[src/rtl/pw_pkg.sv]
package pw_pkg;

    typedef enum logic [1:0] {
        ACC_READ  = 2'd0,
        ACC_WRITE = 2'd1,
        ACC_EXEC  = 2'd2,
        ACC_RSVD  = 2'd3
    } acc_e;

    typedef enum logic [1:0] {
        FLT_NONE    = 2'd0,
        FLT_INVALID = 2'd1,
        FLT_PERM    = 2'd2
    } flt_e;

    typedef enum logic [2:0] {
        S_IDLE,
        S_PTE_REQ,
        S_PTE_WAIT,
        S_CHECK,
        S_DRT_REQ,
        S_DRT_WAIT,
        S_DAT_REQ,
        S_DAT_WAIT
    } st_e;

    localparam int unsigned FLAG_W = 5;
    localparam int unsigned BIT_V  = 0;
    localparam int unsigned BIT_R  = 1;
    localparam int unsigned BIT_W  = 2;
    localparam int unsigned BIT_X  = 3;
    localparam int unsigned BIT_D  = 4;
    localparam int unsigned ENTRY_SHIFT = 2;

    typedef struct packed {
        logic dirty;
        logic exe;
        logic wr;
        logic rd;
        logic valid;
    } flags_t;

    function automatic flags_t unpack_flags(input logic [FLAG_W-1:0] raw);
        flags_t f;
        f.valid = raw[BIT_V];
        f.rd    = raw[BIT_R];
        f.wr    = raw[BIT_W];
        f.exe   = raw[BIT_X];
        f.dirty = raw[BIT_D];
        return f;
    endfunction

    function automatic logic kind_allowed(input acc_e kind, input flags_t f);
        case (kind)
            ACC_READ:  return f.rd;
            ACC_WRITE: return f.wr;
            ACC_EXEC:  return f.exe;
            default:   return 1'b0;
        endcase
    endfunction

endpackage

[src/rtl/pw_addr_gen.sv]
module pw_addr_gen #(
    parameter int unsigned VA_W      = 32,
    parameter int unsigned PAGE_BITS = 12,
    parameter int unsigned PA_W      = 32,
    parameter int unsigned PPN_W     = 20
) (
    input  logic [PA_W-1:0]  base,
    input  logic [VA_W-1:0]  va,
    input  logic [PPN_W-1:0] ppn,
    output logic [PA_W-1:0]  entry_addr,
    output logic [PA_W-1:0]  phys_addr
);
    import pw_pkg::*;

    localparam int unsigned VPN_W = VA_W - PAGE_BITS;

    logic [VPN_W-1:0]     vpn;
    logic [PAGE_BITS-1:0] offset;

    always_comb begin
        vpn        = va[VA_W-1:PAGE_BITS];
        offset     = va[PAGE_BITS-1:0];
        entry_addr = base + (PA_W'(vpn) << ENTRY_SHIFT);
        phys_addr  = {ppn, offset};
    end

endmodule

[src/rtl/pw_check.sv]
module pw_check (
    input  pw_pkg::acc_e              kind,
    input  logic [pw_pkg::FLAG_W-1:0] raw_flags,
    output pw_pkg::flt_e              fault,
    output logic                      mark_dirty
);
    import pw_pkg::*;

    flags_t f;
    logic   ok;

    always_comb begin
        f  = unpack_flags(raw_flags);
        ok = kind_allowed(kind, f);
        if (!f.valid)   fault = FLT_INVALID;
        else if (!ok)   fault = FLT_PERM;
        else            fault = FLT_NONE;
        mark_dirty = f.valid && ok && (kind == ACC_WRITE) && !f.dirty;
    end

endmodule

[src/rtl/pw_ctrl.sv]
module pw_ctrl (
    input  logic         clk,
    input  logic         rst,
    input  logic         req_fire,
    input  logic         mem_rvalid,
    input  pw_pkg::flt_e fault,
    input  logic         mark_dirty,
    output pw_pkg::st_e  state
);
    import pw_pkg::*;

    st_e nxt;

    always_comb begin
        nxt = state;
        case (state)
            S_IDLE:     if (req_fire) nxt = S_PTE_REQ;
            S_PTE_REQ:  nxt = S_PTE_WAIT;
            S_PTE_WAIT: if (mem_rvalid) nxt = S_CHECK;
            S_CHECK: begin
                if (fault != FLT_NONE) nxt = S_IDLE;
                else if (mark_dirty)   nxt = S_DRT_REQ;
                else                   nxt = S_DAT_REQ;
            end
            S_DRT_REQ:  nxt = S_DRT_WAIT;
            S_DRT_WAIT: if (mem_rvalid) nxt = S_DAT_REQ;
            S_DAT_REQ:  nxt = S_DAT_WAIT;
            S_DAT_WAIT: if (mem_rvalid) nxt = S_IDLE;
            default:    nxt = S_IDLE;
        endcase
    end

    always_ff @(posedge clk) begin
        if (rst) state <= S_IDLE;
        else     state <= nxt;
    end

endmodule

[src/rtl/page_walker.sv]
module page_walker #(
    parameter int unsigned VA_W      = 32,
    parameter int unsigned PAGE_BITS = 12,
    parameter int unsigned PA_W      = 32,
    parameter int unsigned PPN_W     = 20,
    parameter int unsigned DATA_W    = 32
) (
    input  logic              clk,
    input  logic              rst,
    input  logic              base_we,
    input  logic [PA_W-1:0]   base_wdata,
    input  logic              req_valid,
    output logic              req_ready,
    input  logic [VA_W-1:0]   req_va,
    input  logic [1:0]        req_kind,
    input  logic [DATA_W-1:0] req_wdata,
    output logic              rsp_valid,
    output logic [DATA_W-1:0] rsp_rdata,
    output logic              fault_valid,
    output logic [1:0]        fault_kind,
    output logic [VA_W-1:0]   fault_va,
    input  logic              fault_clr,
    output logic              mem_req,
    output logic              mem_we,
    output logic [PA_W-1:0]   mem_addr,
    output logic [DATA_W-1:0] mem_wdata,
    input  logic              mem_rvalid,
    input  logic [DATA_W-1:0] mem_rdata
);
    import pw_pkg::*;

    localparam int unsigned PPN_LSB = DATA_W - PPN_W;
    localparam logic [DATA_W-1:0] DIRTY_MASK = DATA_W'(1) << BIT_D;

    st_e               state;
    logic [PA_W-1:0]   base_q;
    logic [VA_W-1:0]   va_q;
    acc_e              kind_q;
    logic [DATA_W-1:0] wdata_q;
    logic [PA_W-1:0]   entry_addr_q;
    logic [DATA_W-1:0] entry_q;
    logic [VA_W-1:0]   gen_va;
    logic [PA_W-1:0]   entry_addr;
    logic [PA_W-1:0]   phys_addr;
    flt_e              chk_fault;
    logic              chk_dirty;
    logic              req_fire;

    assign req_ready = (state == S_IDLE);
    assign req_fire  = req_valid && req_ready;
    assign gen_va    = (state == S_IDLE) ? req_va : va_q;

    pw_addr_gen #(
        .VA_W(VA_W), .PAGE_BITS(PAGE_BITS), .PA_W(PA_W), .PPN_W(PPN_W)
    ) u_addr (
        .base       (base_q),
        .va         (gen_va),
        .ppn        (entry_q[DATA_W-1:PPN_LSB]),
        .entry_addr (entry_addr),
        .phys_addr  (phys_addr)
    );

    pw_check u_check (
        .kind       (kind_q),
        .raw_flags  (entry_q[FLAG_W-1:0]),
        .fault      (chk_fault),
        .mark_dirty (chk_dirty)
    );

    pw_ctrl u_ctrl (
        .clk        (clk),
        .rst        (rst),
        .req_fire   (req_fire),
        .mem_rvalid (mem_rvalid),
        .fault      (chk_fault),
        .mark_dirty (chk_dirty),
        .state      (state)
    );

    always_ff @(posedge clk) begin
        if (rst) begin
            base_q       <= '0;
            va_q         <= '0;
            kind_q       <= ACC_READ;
            wdata_q      <= '0;
            entry_addr_q <= '0;
            entry_q      <= '0;
        end else begin
            if (base_we) base_q <= base_wdata;
            if (req_fire) begin
                va_q         <= req_va;
                kind_q       <= acc_e'(req_kind);
                wdata_q      <= req_wdata;
                entry_addr_q <= entry_addr;
            end
            if (state == S_PTE_WAIT && mem_rvalid) entry_q <= mem_rdata;
        end
    end

    always_ff @(posedge clk) begin
        if (rst) begin
            fault_valid <= 1'b0;
            fault_kind  <= FLT_NONE;
            fault_va    <= '0;
        end else if (state == S_CHECK && chk_fault != FLT_NONE) begin
            fault_valid <= 1'b1;
            fault_kind  <= chk_fault;
            fault_va    <= va_q;
        end else if (fault_clr) begin
            fault_valid <= 1'b0;
        end
    end

    always_comb begin
        mem_req   = 1'b0;
        mem_we    = 1'b0;
        mem_addr  = entry_addr_q;
        mem_wdata = '0;
        case (state)
            S_PTE_REQ: mem_req = 1'b1;
            S_DRT_REQ: begin
                mem_req   = 1'b1;
                mem_we    = 1'b1;
                mem_wdata = entry_q | DIRTY_MASK;
            end
            S_DAT_REQ: begin
                mem_req   = 1'b1;
                mem_we    = (kind_q == ACC_WRITE);
                mem_addr  = phys_addr;
                mem_wdata = wdata_q;
            end
            default: ;
        endcase
    end

    assign rsp_valid = (state == S_DAT_WAIT) && mem_rvalid;
    assign rsp_rdata = mem_rdata;

endmodule

[config.mk]
export PLATFORM = sky130hd
export DESIGN_NAME = page_walker
export DESIGN_NICKNAME = d
export VERILOG_FILES = /design/src/rtl/pw_pkg.sv /design/src/rtl/pw_addr_gen.sv /design/src/rtl/pw_check.sv /design/src/rtl/pw_ctrl.sv /design/src/rtl/page_walker.sv
export SDC_FILE = /design/constraint.sdc
export NUM_CORES = 1
export LEC_CHECK = 0
export BUFFER_PORTS_ARGS = -buffer_cell sky130_fd_sc_hd__buf_2
export CORE_AREA = 2 2 142 144
export DETAILED_ROUTE_END_ITERATION = 8
export DIE_AREA = 0 0 144 146
export GPL_ROUTABILITY_DRIVEN = 0
export PLACE_DENSITY = 0.72
export SLEW_MARGIN = 25
export SYNTH_ARGS = -nofsm -noshare
export SYNTH_HDL_FRONTEND = slang
export SYNTH_SLANG_ARGS = --single-unit
export TNS_END_PERCENT = 30
[constraint.sdc]
create_clock -name clk -period 10.2 [get_ports clk]
set_input_delay 0 -clock clk [delete_from_list [all_inputs] [get_ports clk]]
set_output_delay 0 -clock clk [all_outputs]
set_load 0.02 [all_outputs]
* After elaboration in Yosys (flattened, before gate mapping)
Index checks and enable logic that the tools add are counted.
** Storage, ports and cells
- Word-level logic and storage cells :: 55
- Latch bits :: 0
- Register bits after elaboration :: 200
- Memory bits (writable) :: 0
- ROM bits :: 0
- Memories kept :: 0
- Output and inout bits :: 135
- Input bits :: 136
** Cells by class
- Magnitude comparators :: 0
- $add $sub $neg :: 1
- Mux-type cells :: 17
- Eq/ne operators :: 13
- Shift operators :: 0
- Multiply operators :: 0
- Divide/modulo/power cells :: 0
- Reductions and logical operators :: 14
- Bitwise logic cells :: 0
** Operator list (count)
- 2-to-1 mux 32 bit :: 2
- one-hot mux 32 bit (2 select lines) :: 1
- adder 32 x 22 -> 32 bit :: 1
- one-hot mux 3 bit (8 select lines) :: 1
- 2-to-1 mux 3 bit :: 5
- == test 3 bit (second input constant) :: 4
- logical AND 1 bit :: 7
- == test 3 x 2 -> 1 bit (second input constant) :: 2
- 2-to-1 mux 2 bit :: 3
- inequality test 2 bit (second input constant) :: 3
- AND reduction 4 bit :: 1
- nonzero test 2 bit :: 2
- == test 3 x 1 -> 1 bit (second input constant) :: 1
- logical NOT 3 bit :: 1
- 2-to-1 mux 1 bit :: 3
- one-hot mux 1 bit (3 select lines) :: 1
- OR reduction 3 bit :: 1
- == test 2 x 1 -> 1 bit (second input constant) :: 1
- == test 2 bit (second input constant) :: 1
- logical NOT 2 bit :: 1
- inequality test 2 x 1 -> 1 bit (second input constant) :: 1
- one-hot mux 1 bit (2 select lines) :: 1
- logical NOT 1 bit :: 1

* Longest topological paths before layout
Gate-level depths: netlist of run 1.
- Word-level depth :: 8
- Mapped depth :: 14
- Gate-level depth less buffers :: 12

* Hierarchy
From an unflattened synthesis of run 1, not the netlist that was laid out.
** Second synthesis, totals
- Cell total of the unflattened synthesis :: 1211
- Area, all modules :: 10158.5 µm²
** By module, submodules not included
- page_walker :: cells each 976, area each 8488.1 µm², times used 1, seq. area each 3943.8 µm²
- pw_addr_gen :: cells each 213, area each 1476.4 µm², times used 1, seq. area each 0.0 µm²
- pw_ctrl :: cells each 16, area each 150.1 µm², times used 1, seq. area each 60.1 µm²
- pw_check :: cells each 6, area each 43.8 µm², times used 1, seq. area each 0.0 µm²

* Worst setup path after synthesis of run 1
Ideal clock, no wire load.
- Path kind :: flip-flop to flip-flop
- Start :: register u_ctrl.state[2]
- End :: register entry_addr_q[24]
- Required time :: 10077 ps
- Arrival time :: 3549 ps
- Setup slack :: 6528 ps
- Stages on the path, launching flop included :: 15
- Clock period less this slack :: 3672 ps
- Path buffers :: 2
- Setup time :: 123 ps
- Cells stage by stage :: dfxtp_1 > clkbuf_1 > nor3_1 > clkbuf_1 > mux2_2 > ha_1 > fa_1 > a211oi_1 > nor2_1 > nand3_4 > nand3_1 > a31oi_2 > nor4_1 > a31oi_1 > a31oi_1
** On the way
- Word-level cells in the longest chain between the ends :: 3
- Elaborated cells between the ends (all ways) :: 4
- Classes of those cells :: add/sub (1); mux (1); reduce/logical (2)
** RTL lines
- start, declared :: line pw_ctrl.sv:8 : output pw_pkg::st_e state
- start signal, assigned :: line pw_ctrl.sv:35 : else state <= nxt;
- logical NOT 3 bit (*) :: line page_walker.sv:49 : assign req_ready = (state == S_IDLE);
- via req_ready :: line page_walker.sv:13 : output logic req_ready,
- 2-to-1 mux 32 bit :: line page_walker.sv:51 : assign gen_va = (state == S_IDLE) ? req_va : va_q;
- adder 32 x 22 -> 32 bit :: line pw_addr_gen.sv:23 : entry_addr = base + (PA_W'(vpn) << ENTRY_SHIFT);
- end signal, assigned :: line page_walker.sv:94 : entry_addr_q <= entry_addr;
- end, declared :: line page_walker.sv:40 : logic [PA_W-1:0] entry_addr_q;
The timed path passes the listed nets; every way through them passes the cells marked *.
A chain may end at the register's enable or synchronous reset.

* Worst setup path after layout of run 1
- Start :: register u_ctrl.state[2]
- End :: register entry_addr_q[24]
** On the way
- Word-level cells in the longest chain between the ends :: 3
- Elaborated cells between the ends (all ways) :: 4
- Classes of those cells :: add/sub (1); mux (1); reduce/logical (2)
** RTL lines (line)
- logical NOT 3 bit (*) :: page_walker.sv:49, page_walker.sv:51
- 2-to-1 mux 32 bit :: page_walker.sv:51
- adder 32 x 22 -> 32 bit :: pw_addr_gen.sv:23
Mark *: on every way between the ends. The rest lies on a longest branch, timed or not.

==> reports/results.txt, run 1 <==
CP Launch Type -> register
First-pass GRT wire length -> 47.4 mm
Post-layout min period -> 3.64 ns
Part of the Yosys area used for sequential elements -> 41.9%
Yosys top cell by area -> dfxtp_1
Post-route DRC -> 0
Input/output buffers -> 270
P&R area growth vs syn -> 32.9%
Die X-Extent -> 144 um
TritonCTS clock tree -> built
Yosys reg bits -> 200
DP Wirelength -> 18.8 mm
Worst-Skew Late Latency -> 0.43 ns
Largest net degree at the start of global routing -> 124
Clock skew -> 0.00964 ns
Reg2reg path depth -> 13
Post-cts resize count -> 0
HP Class -> primary input to register
Most common cell on crit path -> a31oi_1
Clk buf depth -> 2
Critical path arrival -> 3.92 ns
Final Util -> 65.7%
Share of cells above drive strength 1 -> 23.1%
Most frequent cells after synthesis -> nand2_1, dfxtp_1, a21oi_1
Initial Util -> 49.4%
Row Count -> 51
Drt first pass iters -> 5
H-Tree Depth -> 4
Largest cells by area after synthesis -> dfxtp_1, nand2_1, a21oi_1, mux2i_1, ha_1
GRT Residual Overflow -> 0
Crit Path Max Fanout -> 21
Final Instance Area -> 12700 um2
Number of synthesis warnings -> 0
Final Power -> 1.95 mW
Post-DP Area -> 10700 um2
Critical Path Sink Type -> register
Leakage power -> 5.72 nW
Final worst-path cycle share -> 35.7%
Die Y -> 146 um
Status -> complete, no violations
RSZ-0062 raised after global routing -> no
Fin cells -> 1819
Maximum VDD drop -> 0.114 mV
Core ar. -> 19300 um2
Final ANT Viol Nets -> 0
Final WL -> 29.8 mm
Placed cell count -> 1655
Num CTS Buffers -> 17
Critical path cell sequence -> nor3_2 -> buf_4 -> mux2_2 -> ha_1 -> fa_1 -> a211oi_1 -> nor2_1 -> nand3_4 -> nand3_1 -> a31oi_2 -> nor4_1 -> a31oi_1 -> a31oi_1
Post-Syn Instances -> 1225
Setup CP Type -> register to register
Post-synth EDFFs -> 0
F_max -> 275 MHz
I/O pin cnt -> 271
DIE AREA -> 21000 um2
Hold Fails Final Rpt -> 0
Async set or reset register ratio after synthesis -> 0%
Sum of negative setup slack -> 0 ns
Critical Path Slowest Stage Cell -> dfxtp_1
Hold Path Cell Cnt -> 2
Pre-CTS WS -> 6.57 ns
Critical Path RT -> 10.48 ns
Nets@finish -> 1700
Peak per-stage delay on the critical path -> 0.48 ns
Hold WS -> 0.0791 ns
CTS root buf -> clkbuf_16
Clock tree sinks -> 200
Max_cap viols -> 0
Rel. slew slack -> 29.9%
Cell area after synthesis -> 9560 um2
Via count -> 9656
Count of cell types in the netlist -> 68
Setup-failing EPs final -> 0
Starting DRT DRC Count -> 751
Final worst setup slack -> 6.56 ns
Clock transition at path regs -> 0.07 ns
Vias in the first global route -> 9296
GRT Util Overall -> 28.0%
Top FF cell, synth -> dfxtp_1
Share of the synthesized area in the top cell type -> 41.9%
PwrDens -> 153 nW/um2
Routed WL per cell -> 16.4 um
Pins Over Slew Limit -> 0
Average via count per standard cell -> 5.31
Measured slew at the worst slew-check pin -> 1.05 ns
Initial antenna violation count -> 0
Syn nets -> 1384
Mean post-synth cell area -> 7.80 um2
N_diodes -> 0
Post CTS Setup Buffer Count -> 0
Most common cell in the netlist -> nand2_1
-- state kept, by name, indices dropped and copies added, names as in the netlist --
register      cells
base_q           32
entry_addr_q     32
fault_valid       1
wdata_q          32
fault_kind        2
u_ctrl.state      3
va_q             32
fault_va         32
kind_q            2
entry_q          32
-- path summary, 6_finish.rpt --
kind                         from          endpoint  slack, ns
hold / removal                rst        base_q[14]       0.08
setup / recovery  u_ctrl.state[2]  entry_addr_q[24]       6.56
setup reg to reg  u_ctrl.state[2]  entry_addr_q[24]       6.56
hold reg to reg       fault_va[7]       fault_va[7]       0.45
-- logic make-up after synthesis --
group,synth area share (%)
multiplexers,5.81
AND/OR/NAND/NOR,22.6
flip-flops,41.9
buffers and inverters,6.68
XOR/XNOR,1.74
AO/OA/AOI/OAI,18.2
adder cells (fa/ha/maj),3.09
-- cells in the final DEF, fill, tap and decap left out, types with 20 or more instances in the layout --
master,count
buf_2,269
nor2_1,51
ha_1,22
a21oi_1,173
dfxtp_1,200
nand2_1,412
a22o_1,31
mux2i_1,33
mux2_2,20
dlygate4sd3_1,132
-- final cells by class --
| cell class | instances | area (um2) |
|---|---|---|
| Clock buffer | 17 | 425 |
| Multi-Input combinational cell | 902 | 4950 |
| Timing Repair Buffer | 413 | 2760 |
| Inverter | 7 | 26.3 |
| Sequential cell | 200 | 4000 |
| Tap cell | 265 | 332 |
| Fill cell | 1625 | 6630 |
| Clock inverter | 15 | 206 |
-- worst max-delay path: cells and delay by family, from the launching register on --
kind	cells	cell delay (ns)
adders and majority gates	2	0.62
muxes	1	0.37
buffers and inverters	1	0.32
AOI/OAI and AO/OA	4	0.91
DFF	1	0.48
and+or+nand+nor	5	0.78
-- power by group --
group | total, mW | switching, mW | internal, mW
combinational | 0.373 | 0.214 | 0.158
clock | 0.716 | 0.337 | 0.379
sequential | 0.860 | 0.0342 | 0.826
-- timing repair --
item	CTS	global route
hold buffers	132	0
hold endpoints to repair	133	0
setup endpoints to repair	0	0
-- metal layers --
| layer | GRT usage (%) | share of wire, % | wire (um) |
|---|---|---|---|
| met4 | 11.4 | 3.5 | 1030 |
| met1 | 36.1 | 43 | 12900 |
| met5 | 0 | 0 | 0 |
| met2 | 46.1 | 47 | 14000 |
| met3 | 5.03 | 6.2 | 1830 |
Note: power is estimated with default switching activity, not from simulation.
==> run 2: changes to the inputs <==
clock period = 3.7 ns   (was 10.2 ns; I/O delays follow)
==> run 2 against run 1 <==
  * The flow now finishes with violations (negative hold slack)
  * Core utilization is 0.22 points higher
  * Non-clock buffer count is 7 higher
  * Critical path depth stayed put
  * Global-route usage fell by 0.21 points
  * Die area unchanged
  * Register-to-register slack got worse by 6.3 ns
  * Highest routed layer unchanged
  * Cell area increased by 0.34%
  * Critical endpoint unchanged
  * First-iteration DRC count shrank 4.3%
==> reports/results.txt, run 2 (synthesized netlist as in run 1, its figures left out) <==
Initial Util -> 49.4% (unchanged)
RSZ-0062 raised after global routing -> no (unchanged)
I/O pin cnt -> 271 (unchanged)
Final Util -> 65.9% (was 65.7%)
Critical Path Sink Type -> register (unchanged)
PwrDens -> 416 nW/um2 (was 153 nW/um2)
P&R area growth vs syn -> 33.4% (was 32.9%)
CTS root buf -> clkbuf_16 (unchanged)
GRT Util Overall -> 27.8% (was 28.0%)
First-pass GRT wire length -> 47.3 mm (was 47.4 mm)
Num CTS Buffers -> 17 (unchanged)
Pre-CTS WS -> 0.277 ns (was 6.57 ns)
Status -> finished with violations (was complete, no violations)
DIE AREA -> 21000 um2 (unchanged)
Sum of negative setup slack -> 0 ns (unchanged)
DP Wirelength -> 19.1 mm (was 18.8 mm)
Hold buffer count at CTS -> 132 (unchanged)
Reg2reg path depth -> 13 (unchanged)
Post-layout min period -> 3.46 ns (was 3.64 ns)
Measured slew at the worst slew-check pin -> 1.05 ns (about the same)
HP Class -> primary input to register (unchanged)
Die X-Extent -> 144 um (unchanged)
Average via count per standard cell -> 5.32 (was 5.31)
Initial antenna violation count -> 0 (unchanged)
TritonCTS clock tree -> built (unchanged)
Share of cells above drive strength 1 -> 23.4% (was 23.1%)
Final worst-path cycle share -> 93.5% (was 35.7%)
Clock tree sinks -> 200 (unchanged)
Clock skew -> 0.0126 ns (was 0.00964 ns)
Post-cts resize count -> 0 (unchanged)
Die Y -> 146 um (unchanged)
Worst-Skew Late Latency -> 0.44 ns (was 0.43 ns)
Pins Over Slew Limit -> 0 (unchanged)
Rel. slew slack -> 30.2% (was 29.9%)
Failing checks -> negative hold slack
Vias in the first global route -> 9123 (was 9296)
Input/output buffers -> 270 (unchanged)
Core ar. -> 19300 um2 (unchanged)
Max_cap viols -> 0 (unchanged)
Hold Fails Final Rpt -> 7 (was 0)
Leakage power -> 5.75 nW (was 5.72 nW)
Critical path arrival -> 3.74 ns (was 3.92 ns)
Drt first pass iters -> 5 (unchanged)
Post-route DRC -> 0 (unchanged)
Commonest non-fill, non-tap cell in the layout -> nand2_1 (unchanged)
Final ANT Viol Nets -> 0 (unchanged)
Fin cells -> 1826 (was 1819)
Hold WS -> -0.0197 ns (was 0.0791 ns)
Maximum VDD drop -> 0.335 mV (was 0.114 mV)
Clock transition at path regs -> 0.08 ns (was 0.07 ns)
Final WL -> 29.8 mm (about the same)
Clk buf depth -> 2 (unchanged)
Row Count -> 51 (unchanged)
Crit Path Max Fanout -> 21 (unchanged)
Routed WL per cell -> 16.3 um (was 16.4 um)
Post CTS Setup Buffer Count -> 0 (unchanged)
Nets@finish -> 1707 (was 1700)
GRT Residual Overflow -> 0 (unchanged)
Setup CP Type -> register to register (unchanged)
H-Tree Depth -> 4 (unchanged)
Placed cell count -> 1662 (was 1655)
Final worst setup slack -> 0.241 ns (was 6.56 ns)
Most frequent cells in the layout -> nand2_1, buf_2, dfxtp_1, a21oi_1, dlygate4sd3_1 (unchanged)
CP Launch Type -> register (unchanged)
N_diodes -> 0 (unchanged)
Critical Path RT -> 3.98 ns (was 10.48 ns)
Starting DRT DRC Count -> 719 (was 751)
Largest net degree at the start of global routing -> 119 (was 124)
Via count -> 9710 (was 9656)
Setup-failing EPs final -> 0 (unchanged)
Hold Path Cell Cnt -> 2 (unchanged)
F_max -> 289 MHz (was 275 MHz)
-- run 2: path summary, 6_finish.rpt --
kind	start	end	slack [ns]
hold reg to reg	entry_addr_q[15]	entry_addr_q[15]	0.45
hold / removal	rst	base_q[19]	-0.02
setup reg to reg	u_ctrl.state[2]	entry_addr_q[24]	0.24
setup / recovery	u_ctrl.state[2]	entry_addr_q[24]	0.24
-- run 2: metal layers --
metal	GRT usage, %	vias to the layer above	routed length (um)
met4	10.8	0	905
met2	45.2	416	14100
li1	-	4739	-
met3	4.87	72	1960
met5	0	-	0
met1	36.6	4483	12800
-- run 2: layout make-up --
type | instances | area [um2]
clock buffer | 17 | 425
clock inverter | 15 | 186
fill | 1610 | 6590
inverter | 7 | 26.3
multi-input combinational | 902 | 4950
sequential | 200 | 4000
tap | 265 | 332
timing repair buffer | 420 | 2830
-- run 2: worst max-delay path, stage by stage, from the launching register on --
cell and delay, ns:
dfxtp_1 0.32, nor3_2 0.18, buf_4 0.30, mux2_2 0.37
ha_1 0.20, fa_1 0.43, a211oi_1 0.34, nor2_1 0.16
nand3_4 0.12, nand3_1 0.16, a31oi_2 0.36, nor4_1 0.11
a31oi_1 0.15, a31oi_1 0.09
-- run 2: stage by stage --
| stage | total power, mW | cell area (um2) | hold slack, ns |
|---|---|---|---|
| floorplan | 3.05 | 9560 | 0.113 |
| global placement | 3.31 | 10800 | 0.234 |
| detailed placement | 3.33 | 10800 | 0.232 |
| CTS | 5.31 | 12700 | 0.00104 |
| global route | 5.54 | 12700 | 0.0112 |
| finish | 5.31 | 12700 | -0.0197 |
-- run 2: where the power goes --
group | internal [mW] | leakage [nW] | switching (mW)
Clock | 0.973 | 0.294 | 0.930
Sequential | 2.28 | 1.63 | 0.0887
Combinational | 0.444 | 3.82 | 0.596
